==> config.mk <==
export PLATFORM = sky130hd
export DESIGN_NAME = prg_bank_xlate
export DESIGN_NICKNAME = d
export VERILOG_FILES = /design/src/rtl/mmt_pkg.sv /design/src/rtl/mmt_reset_sync.sv /design/src/rtl/mmt_write_decode.sv /design/src/rtl/mmt_window_map.sv /design/src/rtl/mmt_mirror_sel.sv /design/src/rtl/prg_bank_xlate.sv
export SDC_FILE = /design/constraint.sdc
export NUM_CORES = 1
export LEC_CHECK = 0
export BUFFER_PORTS_ARGS = -buffer_cell sky130_fd_sc_hd__buf_2
export CAP_MARGIN = 0
export CORE_ASPECT_RATIO = 0.6
export CORE_MARGIN = 2
export CORE_UTILIZATION = 52
export DETAILED_ROUTE_END_ITERATION = 16
export HOLD_SLACK_MARGIN = 0.15
export PLACE_DENSITY = 0.84
export SYNTH_ARGS = -nofsm -noshare
export SYNTH_HDL_FRONTEND = slang
export SYNTH_SLANG_ARGS = --single-unit
==> constraint.sdc <==
create_clock -name clk -period 3.86 [get_ports clk]
set_input_delay 0.772 -clock clk [delete_from_list [all_inputs] [get_ports clk]]
set_output_delay 0.772 -clock clk [all_outputs]
set_load 0.03 [all_outputs]
==> src/rtl/mmt_pkg.sv <==
package mmt_pkg;

  typedef enum logic [1:0] {
    STYLE_SIMPLE   = 2'd0,
    STYLE_INDEXED  = 2'd1,
    STYLE_SERIAL   = 2'd2,
    STYLE_RESERVED = 2'd3
  } style_e;

  typedef enum logic [1:0] {
    MIR_ONE_LO = 2'd0,
    MIR_ONE_HI = 2'd1,
    MIR_VERT   = 2'd2,
    MIR_HORZ   = 2'd3
  } mirror_e;

  // indexed style: control byte fields and kept slots
  localparam int unsigned IDX_SEL_W     = 3;
  localparam int unsigned IDX_SWAP_BIT  = 6;
  localparam int unsigned IDX_SLOT_A    = 6;
  localparam int unsigned IDX_SLOT_B    = 7;

  // serial style: control fields used for program banking
  localparam int unsigned SER_SIZE_BIT  = 3;
  localparam int unsigned SER_HALF_BIT  = 2;

  function automatic mirror_e mir_from_bit(input logic b);
    return b ? MIR_HORZ : MIR_VERT;
  endfunction

endpackage

==> src/rtl/mmt_reset_sync.sv <==
module mmt_reset_sync #(
  parameter int unsigned STAGES = 2
) (
  input  logic clk,
  input  logic rst_n_in,
  output logic rst_n_out
);

  logic [STAGES-1:0] sync_q;
  logic [STAGES-1:0] sync_d;

  always_comb begin
    sync_d = {sync_q[STAGES-2:0], 1'b1};
  end

  always_ff @(posedge clk or negedge rst_n_in) begin
    if (!rst_n_in) begin
      sync_q <= '0;
    end else begin
      sync_q <= sync_d;
    end
  end

  assign rst_n_out = sync_q[STAGES-1];

endmodule

==> src/rtl/mmt_write_decode.sv <==
module mmt_write_decode
  import mmt_pkg::*;
#(
  parameter int unsigned ADDR_W = 16,
  parameter int unsigned DATA_W = 8,
  parameter int unsigned BANK_W = 6,
  parameter int unsigned S0_W   = 5
) (
  input  logic                  clk,
  input  logic                  rst_n,
  input  logic                  wr_en,
  input  logic [ADDR_W-1:0]     wr_addr,
  input  logic [DATA_W-1:0]     wr_data,
  output style_e                style_o,
  output logic [1:0][S0_W-1:0]  s0_bank_o,
  output logic                  s0_mir_o,
  output logic                  idx_swap_o,
  output logic [BANK_W-1:0]     idx_ra_o,
  output logic [BANK_W-1:0]     idx_rb_o,
  output logic                  idx_mir_o
);

  // address bit positions used by the decode
  localparam int unsigned A_HI    = ADDR_W - 1;
  localparam int unsigned A_MODE  = ADDR_W - 2;
  localparam int unsigned A_MODE2 = 8;
  localparam int unsigned A_SEL   = ADDR_W - 3;
  localparam int unsigned A_NIB   = ADDR_W - 4;
  localparam int unsigned S0_REGS = 2;

  localparam logic [BANK_W-1:0] RA_RST = {BANK_W{1'b1}} - BANK_W'(3);
  localparam logic [BANK_W-1:0] RB_RST = {BANK_W{1'b1}} - BANK_W'(2);

  // state
  style_e                 style_q;
  logic                   s0_mir_q;
  logic [IDX_SEL_W-1:0]   idx_sel_q;
  logic                   idx_swap_q;
  logic [BANK_W-1:0]      idx_ra_q;
  logic [BANK_W-1:0]      idx_rb_q;
  logic                   idx_mir_q;

  // enables and next values
  logic                   hi_we;
  logic                   mode_we;
  logic [S0_REGS-1:0]     s0_bank_we;
  logic                   s0_mir_we;
  logic                   idx_ctrl_we;
  logic                   idx_ra_we;
  logic                   idx_rb_we;
  logic                   idx_mir_we;
  style_e                 style_d;
  logic [S0_W-1:0]        s0_bank_d;
  logic                   mir_bit_d;
  logic [IDX_SEL_W-1:0]   idx_sel_d;
  logic                   idx_swap_d;
  logic [BANK_W-1:0]      idx_slot_d;

  always_comb begin
    hi_we       = wr_en & wr_addr[A_HI];
    mode_we     = wr_en & ~wr_addr[A_HI] & wr_addr[A_MODE] & wr_addr[A_MODE2];

    s0_bank_we  = '0;
    s0_bank_we[wr_addr[A_SEL]] = hi_we & (style_q == STYLE_SIMPLE)
                                 & ~wr_addr[A_MODE] & ~wr_addr[A_NIB];
    s0_mir_we   = hi_we & (style_q == STYLE_SIMPLE)
                  & (wr_addr[A_MODE:A_NIB] == 3'b001);

    idx_ctrl_we = hi_we & (style_q == STYLE_INDEXED)
                  & (wr_addr[A_MODE:A_SEL] == 2'b00) & ~wr_addr[0];
    idx_ra_we   = hi_we & (style_q == STYLE_INDEXED)
                  & (wr_addr[A_MODE:A_SEL] == 2'b00) & wr_addr[0]
                  & (idx_sel_q == IDX_SEL_W'(IDX_SLOT_A));
    idx_rb_we   = hi_we & (style_q == STYLE_INDEXED)
                  & (wr_addr[A_MODE:A_SEL] == 2'b00) & wr_addr[0]
                  & (idx_sel_q == IDX_SEL_W'(IDX_SLOT_B));
    idx_mir_we  = hi_we & (style_q == STYLE_INDEXED)
                  & (wr_addr[A_MODE:A_SEL] == 2'b01) & ~wr_addr[0];

    style_d     = style_e'(wr_data[1:0]);
    s0_bank_d   = wr_data[S0_W-1:0];
    mir_bit_d   = wr_data[0];
    idx_sel_d   = wr_data[IDX_SEL_W-1:0];
    idx_swap_d  = wr_data[IDX_SWAP_BIT];
    idx_slot_d  = wr_data[BANK_W-1:0];
  end

  always_ff @(posedge clk or negedge rst_n) begin
    if (!rst_n) begin
      style_q    <= STYLE_SIMPLE;
      s0_mir_q   <= 1'b0;
      idx_sel_q  <= '0;
      idx_swap_q <= 1'b0;
      idx_ra_q   <= RA_RST;
      idx_rb_q   <= RB_RST;
      idx_mir_q  <= 1'b0;
    end else begin
      if (mode_we)     style_q    <= style_d;
      if (s0_mir_we)   s0_mir_q   <= mir_bit_d;
      if (idx_ctrl_we) idx_sel_q  <= idx_sel_d;
      if (idx_ctrl_we) idx_swap_q <= idx_swap_d;
      if (idx_ra_we)   idx_ra_q   <= idx_slot_d;
      if (idx_rb_we)   idx_rb_q   <= idx_slot_d;
      if (idx_mir_we)  idx_mir_q  <= mir_bit_d;
    end
  end

  // simple-style bank registers, one per switchable window
  for (genvar gi = 0; gi < S0_REGS; gi++) begin : g_s0_reg
    logic [S0_W-1:0] bank_q;
    always_ff @(posedge clk or negedge rst_n) begin
      if (!rst_n) begin
        bank_q <= S0_W'(gi);
      end else if (s0_bank_we[gi]) begin
        bank_q <= s0_bank_d;
      end
    end
    assign s0_bank_o[gi] = bank_q;
  end

  assign style_o    = style_q;
  assign s0_mir_o   = s0_mir_q;
  assign idx_swap_o = idx_swap_q;
  assign idx_ra_o   = idx_ra_q;
  assign idx_rb_o   = idx_rb_q;
  assign idx_mir_o  = idx_mir_q;

  logic unused_bits;
  assign unused_bits = ^{wr_addr, wr_data};

endmodule

==> src/rtl/mmt_window_map.sv <==
module mmt_window_map
  import mmt_pkg::*;
#(
  parameter int unsigned BANK_W = 6,
  parameter int unsigned S0_W   = 5,
  parameter int unsigned SER_W  = 4,
  parameter int unsigned WIN_W  = 2
) (
  input  style_e                style_i,
  input  logic [1:0][S0_W-1:0]  s0_bank_i,
  input  logic                  idx_swap_i,
  input  logic [BANK_W-1:0]     idx_ra_i,
  input  logic [BANK_W-1:0]     idx_rb_i,
  input  logic                  ser_size16_i,
  input  logic                  ser_low_sw_i,
  input  logic [SER_W-1:0]      ser_bank_i,
  input  logic [WIN_W-1:0]      win_i,
  output logic [BANK_W-1:0]     bank_o
);

  localparam int unsigned NUM_WIN  = 1 << WIN_W;
  localparam int unsigned HALF_WIN = NUM_WIN / 2;
  localparam logic [BANK_W-1:0] TOP_BANK  = {BANK_W{1'b1}};
  localparam logic [BANK_W-1:0] NEXT_BANK = TOP_BANK - BANK_W'(1);

  logic [BANK_W-1:0] simple_tab [NUM_WIN];
  logic [BANK_W-1:0] idx_tab    [NUM_WIN];
  logic [BANK_W-1:0] ser_tab    [NUM_WIN];

  for (genvar w = 0; w < NUM_WIN; w++) begin : g_win
    localparam logic [WIN_W-1:0] WC = WIN_W'(w);

    // simple style: low windows switchable, the rest fixed at the top
    if (w < 2) begin : g_s0_sw
      assign simple_tab[w] = BANK_W'(s0_bank_i[w]);
    end else begin : g_s0_fix
      assign simple_tab[w] = BANK_W'((1 << S0_W) - NUM_WIN + w);
    end

    // indexed style: order depends on the swap bit
    if (w == 0) begin : g_idx0
      assign idx_tab[w] = idx_swap_i ? NEXT_BANK : idx_ra_i;
    end else if (w == 1) begin : g_idx1
      assign idx_tab[w] = idx_rb_i;
    end else if (w == 2) begin : g_idx2
      assign idx_tab[w] = idx_swap_i ? idx_ra_i : NEXT_BANK;
    end else begin : g_idx3
      assign idx_tab[w] = TOP_BANK;
    end

    // serial style: 16 KB halves or one 32 KB bank
    logic [SER_W-1:0] half_bank;
    if (w < HALF_WIN) begin : g_ser_lo
      assign half_bank = ser_low_sw_i ? ser_bank_i : '0;
    end else begin : g_ser_hi
      assign half_bank = ser_low_sw_i ? {SER_W{1'b1}} : ser_bank_i;
    end
    assign ser_tab[w] = ser_size16_i
                        ? BANK_W'({half_bank, WC[0]})
                        : BANK_W'({ser_bank_i[SER_W-1:1], WC});
  end

  always_comb begin
    unique case (style_i)
      STYLE_INDEXED: bank_o = idx_tab[win_i];
      STYLE_SERIAL:  bank_o = ser_tab[win_i];
      default:       bank_o = simple_tab[win_i];
    endcase
  end

endmodule

==> src/rtl/mmt_mirror_sel.sv <==
module mmt_mirror_sel
  import mmt_pkg::*;
(
  input  logic       clk,
  input  logic       rst_n,
  input  style_e     style_i,
  input  logic       s0_mir_i,
  input  logic       idx_mir_i,
  input  logic [1:0] ser_mir_i,
  output mirror_e    mir_o
);

  mirror_e calc;
  mirror_e hold_q;
  logic    hold_en;

  always_comb begin
    hold_en = (style_i != STYLE_RESERVED);
    unique case (style_i)
      STYLE_SIMPLE:  calc = mir_from_bit(s0_mir_i);
      STYLE_INDEXED: calc = mir_from_bit(idx_mir_i);
      STYLE_SERIAL:  calc = mirror_e'(ser_mir_i);
      default:       calc = hold_q;
    endcase
  end

  always_ff @(posedge clk or negedge rst_n) begin
    if (!rst_n) begin
      hold_q <= MIR_VERT;
    end else if (hold_en) begin
      hold_q <= calc;
    end
  end

  assign mir_o = calc;

endmodule

==> src/rtl/prg_bank_xlate.sv <==
module prg_bank_xlate
  import mmt_pkg::*;
#(
  parameter int unsigned ADDR_W      = 16,
  parameter int unsigned DATA_W      = 8,
  parameter int unsigned BANK_W      = 6,
  parameter int unsigned OFF_W       = 13,
  parameter int unsigned S0_W        = 5,
  parameter int unsigned SER_W       = 4,
  parameter int unsigned SER_CTRL_W  = 5,
  parameter int unsigned SYNC_STAGES = 2
) (
  input  logic                  clk,
  input  logic                  rst_n,
  input  logic                  wr_en,
  input  logic [ADDR_W-1:0]     wr_addr,
  input  logic [DATA_W-1:0]     wr_data,
  input  logic [ADDR_W-1:0]     cpu_addr,
  input  logic [SER_CTRL_W-1:0] ser_ctrl,
  input  logic [SER_W-1:0]      ser_prg,
  output logic [BANK_W-1:0]     prg_bank,
  output logic [OFF_W-1:0]      prg_offset,
  output logic [1:0]            mirror
);

  localparam int unsigned WIN_W  = ADDR_W - 1 - OFF_W;
  localparam int unsigned WIN_LO = OFF_W;

  logic                  rst_sync_n;
  style_e                style_w;
  logic [1:0][S0_W-1:0]  s0_bank_w;
  logic                  s0_mir_w;
  logic                  idx_swap_w;
  logic [BANK_W-1:0]     idx_ra_w;
  logic [BANK_W-1:0]     idx_rb_w;
  logic                  idx_mir_w;
  logic [WIN_W-1:0]      window_w;
  mirror_e               mir_w;

  mmt_reset_sync #(.STAGES(SYNC_STAGES)) u_rst (
    .clk       (clk),
    .rst_n_in  (rst_n),
    .rst_n_out (rst_sync_n)
  );

  mmt_write_decode #(
    .ADDR_W (ADDR_W),
    .DATA_W (DATA_W),
    .BANK_W (BANK_W),
    .S0_W   (S0_W)
  ) u_dec (
    .clk        (clk),
    .rst_n      (rst_sync_n),
    .wr_en      (wr_en),
    .wr_addr    (wr_addr),
    .wr_data    (wr_data),
    .style_o    (style_w),
    .s0_bank_o  (s0_bank_w),
    .s0_mir_o   (s0_mir_w),
    .idx_swap_o (idx_swap_w),
    .idx_ra_o   (idx_ra_w),
    .idx_rb_o   (idx_rb_w),
    .idx_mir_o  (idx_mir_w)
  );

  assign window_w = cpu_addr[WIN_LO +: WIN_W];

  mmt_window_map #(
    .BANK_W (BANK_W),
    .S0_W   (S0_W),
    .SER_W  (SER_W),
    .WIN_W  (WIN_W)
  ) u_map (
    .style_i      (style_w),
    .s0_bank_i    (s0_bank_w),
    .idx_swap_i   (idx_swap_w),
    .idx_ra_i     (idx_ra_w),
    .idx_rb_i     (idx_rb_w),
    .ser_size16_i (ser_ctrl[SER_SIZE_BIT]),
    .ser_low_sw_i (ser_ctrl[SER_HALF_BIT]),
    .ser_bank_i   (ser_prg),
    .win_i        (window_w),
    .bank_o       (prg_bank)
  );

  mmt_mirror_sel u_mir (
    .clk       (clk),
    .rst_n     (rst_sync_n),
    .style_i   (style_w),
    .s0_mir_i  (s0_mir_w),
    .idx_mir_i (idx_mir_w),
    .ser_mir_i (ser_ctrl[1:0]),
    .mir_o     (mir_w)
  );

  assign mirror     = mir_w;
  assign prg_offset = cpu_addr[OFF_W-1:0];

  logic unused_inputs;
  assign unused_inputs = ^{cpu_addr, ser_ctrl};

endmodule

---- After elaboration in Yosys (flattened, before gate mapping) ----
Cells that the tools add are included.
word-level totals
  register bits after elaboration ......... 34
  input bits .............................. 52
  output and inout bits ................... 21
operators by class
  order comparisons ....................... 3
  equal/unequal tests ..................... 7
  muxes and demuxes ....................... 23
  bitwise operators ....................... 22
  reductions and logical operators ........ 3
operator list
  kind                  count
  $mux W6               8
  $bmux W6 S2           3
  $mux W5               4
  $and A1 B1 Y1         16
  $pmux W6 S2           1
  $mux W4               2
  $eq A3 B3 Y1 const B  2
  $pmux W2 S3           1
  $eq A2 B1 Y1 const B  2
  $logic_not A2 Y1      2
  $not A1 Y1            4
  $eq A3 B1 Y1 const B  1
  $ge A3 B3 Y1 const B  1
  $mux W1               3
  $not A2 Y3            1
  $and A2 B2 Y2         1
  $eq A2 B2 Y1 const B  1
  $lt A1 B2 Y1 const B  1
  $ne A2 B2 Y1 const B  1
  $demux W1 S1          1
  $ge A1 B1 Y1 const B  1
  $logic_and A1 B1 Y1   1

---- Logic depth before layout (Yosys ltp) ----
Gate-level depths: netlist (run 1).
  depth after elaboration ................. 6
  depth in mapped cells ................... 6

---- By module ----
A second synthesis (run 1) with hierarchy kept.
second synthesis, totals
  cells, all modules ...................... 158
  area, all modules ....................... 1968.1 sq um
modules (own cells, without submodules)
  module            times used  cells each  area an instance (sq um)
  mmt_write_decode  1           74          1276.2
  mmt_window_map    1           61          419.2
  mmt_mirror_sel    1           7           121.4
  prg_bank_xlate    1           13          97.6
  mmt_reset_sync    1           3           53.8

---- Worst setup path after synthesis (run 1) ----
OpenSTA, ideal clock, no wires.
  kind .................................... input to output
  from .................................... in cpu_addr[14]
  to ...................................... out prg_bank[1]
  arrival ................................. 1.920 ns
  setup slack ............................. 1.168 ns
  stages on the path ...................... 5
  path buffers ............................ 2
  path through ............................ buf_2 > clkbuf_1 > a21o_1 > a22oi_1 > o221ai_1
on the way
  word-level cells in the longest chain between the ends .. 5
  elaborated cells between the ends (all ways) .. 11
  classes of those cells .................. 10 x mux; 1 x bitwise
ends and longest elaborated chain
  item                                             RTL line                                                          RTL
  from (decl)                                      prg_bank_xlate.sv:18                                              input logic [ADDR_W-1:0] cpu_addr,
  $not A2 Y3 (implied by the code) *               mmt_window_map.sv:65, mmt_window_map.sv:66, mmt_window_map.sv:67
  $bmux W6 S2, on equally long branches            mmt_window_map.sv:67, mmt_window_map.sv:65, mmt_window_map.sv:66
  $mux W6, on equally long branches (2 in series)  mmt_window_map.sv:67, mmt_window_map.sv:65, mmt_window_map.sv:66
  $pmux W6 S2 *                                    mmt_window_map.sv:64                                              unique case (style_i)
  to (decl)                                        prg_bank_xlate.sv:21                                              output logic [BANK_W-1:0] prg_bank,
Every way passes the cells marked *; elsewhere a longest branch is shown, timed or not. The select of a mux whose other input is x is not followed.

---- Worst setup path after layout (run 1) ----
  from .................................... reg u_dec.style_q[0], in the netlist u_dec.style_o[0]
  to ...................................... out prg_bank[0]
on the way
  word-level cells in the longest chain between the ends .. 2
  elaborated cells between the ends (all ways) .. 3
  classes of those cells .................. 2 x eq/ne; 1 x mux
ends and longest elaborated chain
  item                                          RTL line                RTL
  from (decl)                                   mmt_write_decode.sv:35  style_e style_q;
  from (signal assigned)                        mmt_write_decode.sv:98  if (mode_we) style_q <= style_d;
  $eq A2 B2 Y1 or $eq A2 B1 Y1 (tied branches)  mmt_window_map.sv:64
  $pmux W6 S2 *                                 mmt_window_map.sv:64
Every way passes the cells marked *; elsewhere a longest branch is shown, timed or not.

==> out/results.ini, run 1 <==
[die]
io_pins = 73
die_x_um = 82.2
num_rows = 16
placeableCoreArea_um2 = 3380
die_area_um2 = 4180
die_h_um = 50.9
start_util_pct = 56.3

[cells_and_area]
final_cell_area_um2 = 2110
fin_nets = 236
layout-drive-gt1-share_pct = 50.0
multiInputGateArea_um2 = 902
area_growth_pct = 10.5
filler_cell_count = 276
layout_commonest_cell = buf_2
postLayoutCoreUtil_pct = 62.2
antennaDiodeCount = 0
mostFrequentLayoutCells = buf_2, mux2_2, dfrtp_1
seqCellArea_um2 = 865
stdcell_count = 225

[route]
num_vias = 1299
drc = 0
vias_per_cell = 5.77
route.antenna.remaining_nets = 0
drt_iter0_drc = 85
routedWlPerCell_um = 18.0
drtPass1Iterations = 4
wirelength_um = 4040

[job]
maxCapViolCount = 0

[placement]
dp.cells = 217
place_hpwl_um = 3040
dpl-instance-area_um2 = 2010
portBuffers = 33
globalplace.congestion = 0.762

[yosys]
synthCells = 156
syn-num-nets = 213
synth.distinct_cells = 41
ys_seq_area_share_pct = 45.4
yosys_register_bits = 34
syn_area_um2 = 1910
synth_area_per_cell_um2 = 12.2
ys.warnings.count = 0

[clock_tree]
cts_sinks = 34
htree_levels = 2
cts.clk_slew.worst_paths_ns = 0.07
postCtsSetupRepairBufs = 0
postCtsHoldBufs = 0
cts_tree = yes
clk_path_buf_depth = 2
root_buffer = clkbuf_8
clock_latency_ns = 0.28
cts_resized = 0
cts_buffers = 5

[grt]
grt_pass1_vias = 1336
grt_max_degree = 33
antenna_found_initial = 0
grt_first_pass_wirelength_um = 6610
track_usage_pct = 22.5
gr-total-overflow = 0

[timing]
rsz0062_at_grt = false
hold-worst-slack_ns = 0.256
final_min_period_over_clock_period_pct = 76.6
fin_setup_tns_ns = 0
hold_violations = 0
slew_violations = 0
clock_skew_ns = 0.00551
fin_crit_ns = 2.96
fmax_ghz = 0.338
setup_violations = 0

[worst_setup_path]
path_class = register to primary output
crit_path_start_kind = register
endpoint_kind = primary output
startpoint = u_dec.style_o[0]
critical_path.max_fanout = 10
cp.arrival_ns = 2.19
cp.required_ns = 3.09
r2r_start = u_dec.style_o[1]

[power_and_ir_drop]
power_density_nw_per_um2 = 509
leakagePower_nw = 0.983
vdd_ir_drop_max_mv = 0.260

[status]
outcome = finished clean

[min_path]
hp-class = input pin to asynchronous set/reset pin

==> worst max-delay path, cell delays in order, from the launching register on <==
cell and delay [ns]:
dfrtp_1 0.44, inv_1 0.09, ha_1 0.41, and2_4 0.22, and4_1 0.20, or3_1 0.36
buf_2 0.18
==> path summary, 6_finish.rpt <==
kind | end | slack, ns | cells after the start
hold / removal | u_rst.sync_q[1] | 0.26 | 1
min in group clk | u_rst.sync_q[1] | 0.36 | 0
hold reg to reg | u_dec.g_s0_reg[1].bank_q[4] | 0.27 | 1
setup / recovery | prg_bank[0] | 0.90 | 6
max in group asynchronous | u_dec.idx_rb_o[0] | 3.27 | 1
setup reg to reg | u_dec.idx_ra_o[1] | 1.85 | 5
==> routing by layer <==
layer / vias to the layer above / global-route usage, % / wire, um
li1: 608 / - / -
met1: 641 / 31.0 / 1900
met2: 34 / 32.2 / 1780
met3: 16 / 6.36 / 205
met4: 0 / 12.5 / 153
met5: - / 0 / 0
==> final cells by class <==
class	instances	share of cell area (%)
clock buffers	6	3.92
clock inverters	2	0.594
inverters	4	0.713
multi-input cells	100	42.8
flip-flops and latches	34	41.1
well taps	45	2.67
repair buffers	34	8.20
==> flip-flops by register name (all words and copies together), names as in the netlist <==
register and flops:
u_dec.idx_ra_o 6, u_mir.hold_q 2, u_dec.style_o 2, u_dec.idx_mir_o 1
u_dec.g_s0.bank_q 10, u_dec.idx_sel_q 3, u_dec.idx_rb_o 6, u_dec.idx_swap_o 1
u_dec.s0_mir_o 1, u_rst.sync_q 2
==> power breakdown <==
| part | total (mW) | switching [mW] | internal [mW] |
|---|---|---|---|
| clock | 0.270 | 0.127 | 0.143 |
| combinational | 0.342 | 0.199 | 0.144 |
| sequential | 0.460 | 0.0393 | 0.420 |
| total | 1.07 | 0.365 | 0.707 |
==> cell families (layout without fill, tap and decap cells) <==
kind of cell	Yosys count	in the layout	synth area share (%)
compound gates	29	29	11.1
xor+xnor	1	1	0.460
fa+ha+maj	5	5	3.28
buf+inv	22	46	7.29
flops	34	34	45.4
mux	36	36	21.2
other cells	1	1	0.197
simple gates	28	28	11.1
==> through the flow <==
| stage | worst slack (ns) | total power [mW] |
|---|---|---|
| 2_1_floorplan | 1.17 | 0.727 |
| 3_3_place_gp | 1.09 | 0.786 |
| 3_5_place_dp | 1.09 | 0.803 |
| 4_1_cts | 0.899 | 1.08 |
| 5_1_grt | 0.788 | 1.13 |
| 6_report | 0.903 | 1.07 |
==> cells in the mapped netlist <==
master,count,area share [%]
mux2_2,29,17
dfrtp_1,23,30
buf_4,14,5.5
dfstp_2,11,15
mux2_1,6,3.5
ha_1,5,3.3
a21o_1,4,1.6
a22oi_1,4,1.6
inv_1,4,0.79
o21ai_0,4,1.1
o21bai_1,4,1.6
buf_2,3,0.79
nand2b_1,3,0.99
nand4b_1,3,1.4
nor2_1,3,0.59
o211ai_1,3,1.2
o311ai_0,3,1.4
or3b_2,3,1.4
a211oi_1,2,0.79
and4_1,2,0.92
nand2_1,2,0.39
nor3_1,2,0.53
a21oi_1,1,0.26
a222oi_1,1,0.53
a31oi_1,1,0.33
and2_4,1,0.46
and3b_1,1,0.46
and4bb_4,1,0.85
clkbuf_1,1,0.20
conb_1,1,0.20
mux2i_1,1,0.53
nand3_1,1,0.26
nand3_2,1,0.53
nand3b_1,1,0.39
nand3b_2,1,0.59
nor3b_1,1,0.39
nor3b_2,1,0.66
o221ai_1,1,0.46
o31ai_1,1,0.39
or3_1,1,0.33
xor2_1,1,0.46
(Power assumes the default switching activity.)
==> run 2: changes to the inputs <==
Settings changed: CORE_UTILIZATION 52 to 49, PLACE_DENSITY 0.84 to 0.8.
Clock period 3.86 ns to 2.8 ns, I/O delays scaled along.
==> run 2 against run 1 <==
  * Sequential share of layout area is 0.22 points lower
  * Global-route usage is 3.4 points lower
  * Clock-buffer cell count is 1 higher
  * Die area is 5.7% higher
  * Critical path depth stayed put
  * Flip-flop and latch count stayed put
  * Critical path type unchanged
  * Highest routed layer unchanged
==> out/results.ini, run 2 (synthesized netlist as in run 1, its figures left out) <==
[placement]
place_hpwl_um = 3000
globalplace.congestion = 0.834
dpl-instance-area_um2 = 2010
dp_slack_ns = 0.383
portBuffers = 33

[cells_and_area]
mostFrequentLayoutCells = buf_2, mux2_2, dfrtp_1
fin_nets = 237
antennaDiodeCount = 0
layout_commonest_cell = buf_2
layout-drive-gt1-share_pct = 49.7
largest-register = u_dec.g_s0.bank_q
area_growth_pct = 11.1
filler_cell_count = 305
largest_register_ffs = 10
final_cell_area_um2 = 2120

[power_and_ir_drop]
p_int_uw = 978
power_frac_seq_pct = 43.3
pwr-share-clk_pct = 25.0
p_sw_uw = 489
leakagePower_nw = 0.987
vdd_ir_drop_max_mv = 0.343
combPwrFrac_pct = 31.7
power_density_nw_per_um2 = 693
p_sw_share_pct = 33.3

[job]
maxCapViolCount = 0

[grt]
gr-total-overflow = 0
grt_first_pass_wirelength_um = 6400
grt_max_degree = 27
antenna_found_initial = 0
track_usage_pct = 19.2
grt_pass1_vias = 1339

[timing]
worst_pin_slew_ns = 1.05
timing.slew.headroom_pct = 30.1
worst_slack_ns = 0.145
setup_violations = 0
slew_violations = 0
clock_skew_ns = 0.00782
hold_violations = 0
fin_crit_ns = 2.66
rsz0062_at_grt = false
fmax_ghz = 0.377
fin_setup_tns_ns = 0
final_min_period_over_clock_period_pct = 94.8

[clock_tree]
postCtsSetupRepairBufs = 0
htree_levels = 2
clock_latency_ns = 0.28
cts_tree = yes
clk_path_buf_depth = 2
cts_sinks = 34
cts.clk_slew.worst_paths_ns = 0.07
cts_buffers = 5
root_buffer = clkbuf_8

[worst_setup_path]
cp.arrival_ns = 2.10
path_class = register to primary output
critical_path.max_fanout = 10
crit_path_start_kind = register
endpoint_kind = primary output
cp.required_ns = 2.24

[route]
drc = 0
route.antenna.remaining_nets = 0
drt_iter0_drc = 68
routedWlPerCell_um = 17.3
num_vias = 1329
wirelength_um = 3940
drtPass1Iterations = 4
vias_per_cell = 5.83

[die]
die_x_um = 84.5
placeableCoreArea_um2 = 3700
die_h_um = 52.3
die_area_um2 = 4420
io_pins = 73
num_rows = 17
start_util_pct = 51.5

[min_path]
hp-class = register to register

[status]
outcome = finished clean

run 2: changes by cell type in the layout (fill, tap and decap cells not counted), sizes merged:
cell / change
dlygate4sd3: +1
clkinvlp: -1
clkbuf: +1
run 2: routing by layer:
metal / vias to the layer above / wire length (um) / track usage [%]
li1: 616 / - / -
met1: 661 / 1890 / 26.1
met2: 34 / 1710 / 28.9
met3: 18 / 239 / 4.09
met4: 0 / 104 / 10.6
met5: - / 0 / 0
run 2: critical path, stage by stage (launching register included):
cell	delay [ns]
dfrtp_1	0.43
inv_1	0.12
ha_2	0.33
and2_4	0.19
and4_1	0.18
or3_1	0.37
buf_2	0.19
run 2: path summary, 6_finish.rpt:
| check | from | end | slack [ns] | cells after the start |
|---|---|---|---|---|
| setup / recovery | u_dec.style_o[0] | prg_bank[0] | 0.14 | 6 |
| hold / removal | u_rst.sync_q[0] | u_rst.sync_q[1] | 0.35 | 0 |
| hold reg to reg | u_rst.sync_q[0] | u_rst.sync_q[1] | 0.35 | 0 |
| setup reg to reg | u_dec.style_o[1] | u_dec.idx_ra_o[0] | 0.82 | 5 |
| min in group asynchronous | u_rst.sync_q[1] | u_dec.idx_rb_o[1] | 0.43 | 0 |
| max in group asynchronous | u_rst.sync_q[1] | u_dec.idx_ra_o[3] | 1.59 | 1 |
run 2: final cells by class:
| type | instances | area [um^2] | share of cell area (%) |
|---|---|---|---|
| flip-flops and latches | 34 | 865 | 40.8 |
| inverters | 4 | 15.0 | 0.709 |
| multi-input cells | 100 | 905 | 42.7 |
| clock inverters | 1 | 5.00 | 0.236 |
| repair buffers | 35 | 183 | 8.63 |
| clock buffers | 7 | 86.3 | 4.08 |
| well taps | 47 | 58.8 | 2.78 |
run 2: power groups by stage:
stage	combinational [mW]	clock, mW	sequential, mW
6_report	0.466	0.367	0.635
4_1_cts	0.463	0.373	0.634
3_5_place_dp	0.461	0	0.643
2_1_floorplan	0.377	0	0.625
3_3_place_gp	0.446	0	0.636
5_1_grt	0.508	0.400	0.645
run 2: metrics by stage:
stage | hold slack (ns) | instances | utilization, % | total power, mW
after floorplan | 0.264 | 156 | - | 1.00
after global placement | 0.337 | 219 | 54.4 | 1.08
after detailed placement | 0.341 | 219 | 54.4 | 1.10
after CTS | 0.355 | 228 | 57.1 | 1.47
after global routing | 0.371 | 228 | 57.2 | 1.55
final | 0.352 | 228 | 57.2 | 1.47
run 2: repair_timing:
| action | in CTS | in global routing |
|---|---|---|
| resized for setup | 0 | 1 |
| hold buffers | 1 | 0 |
| endpoints found under the hold margin | 2 | 0 |
| endpoints found under the setup margin | 0 | 1 |
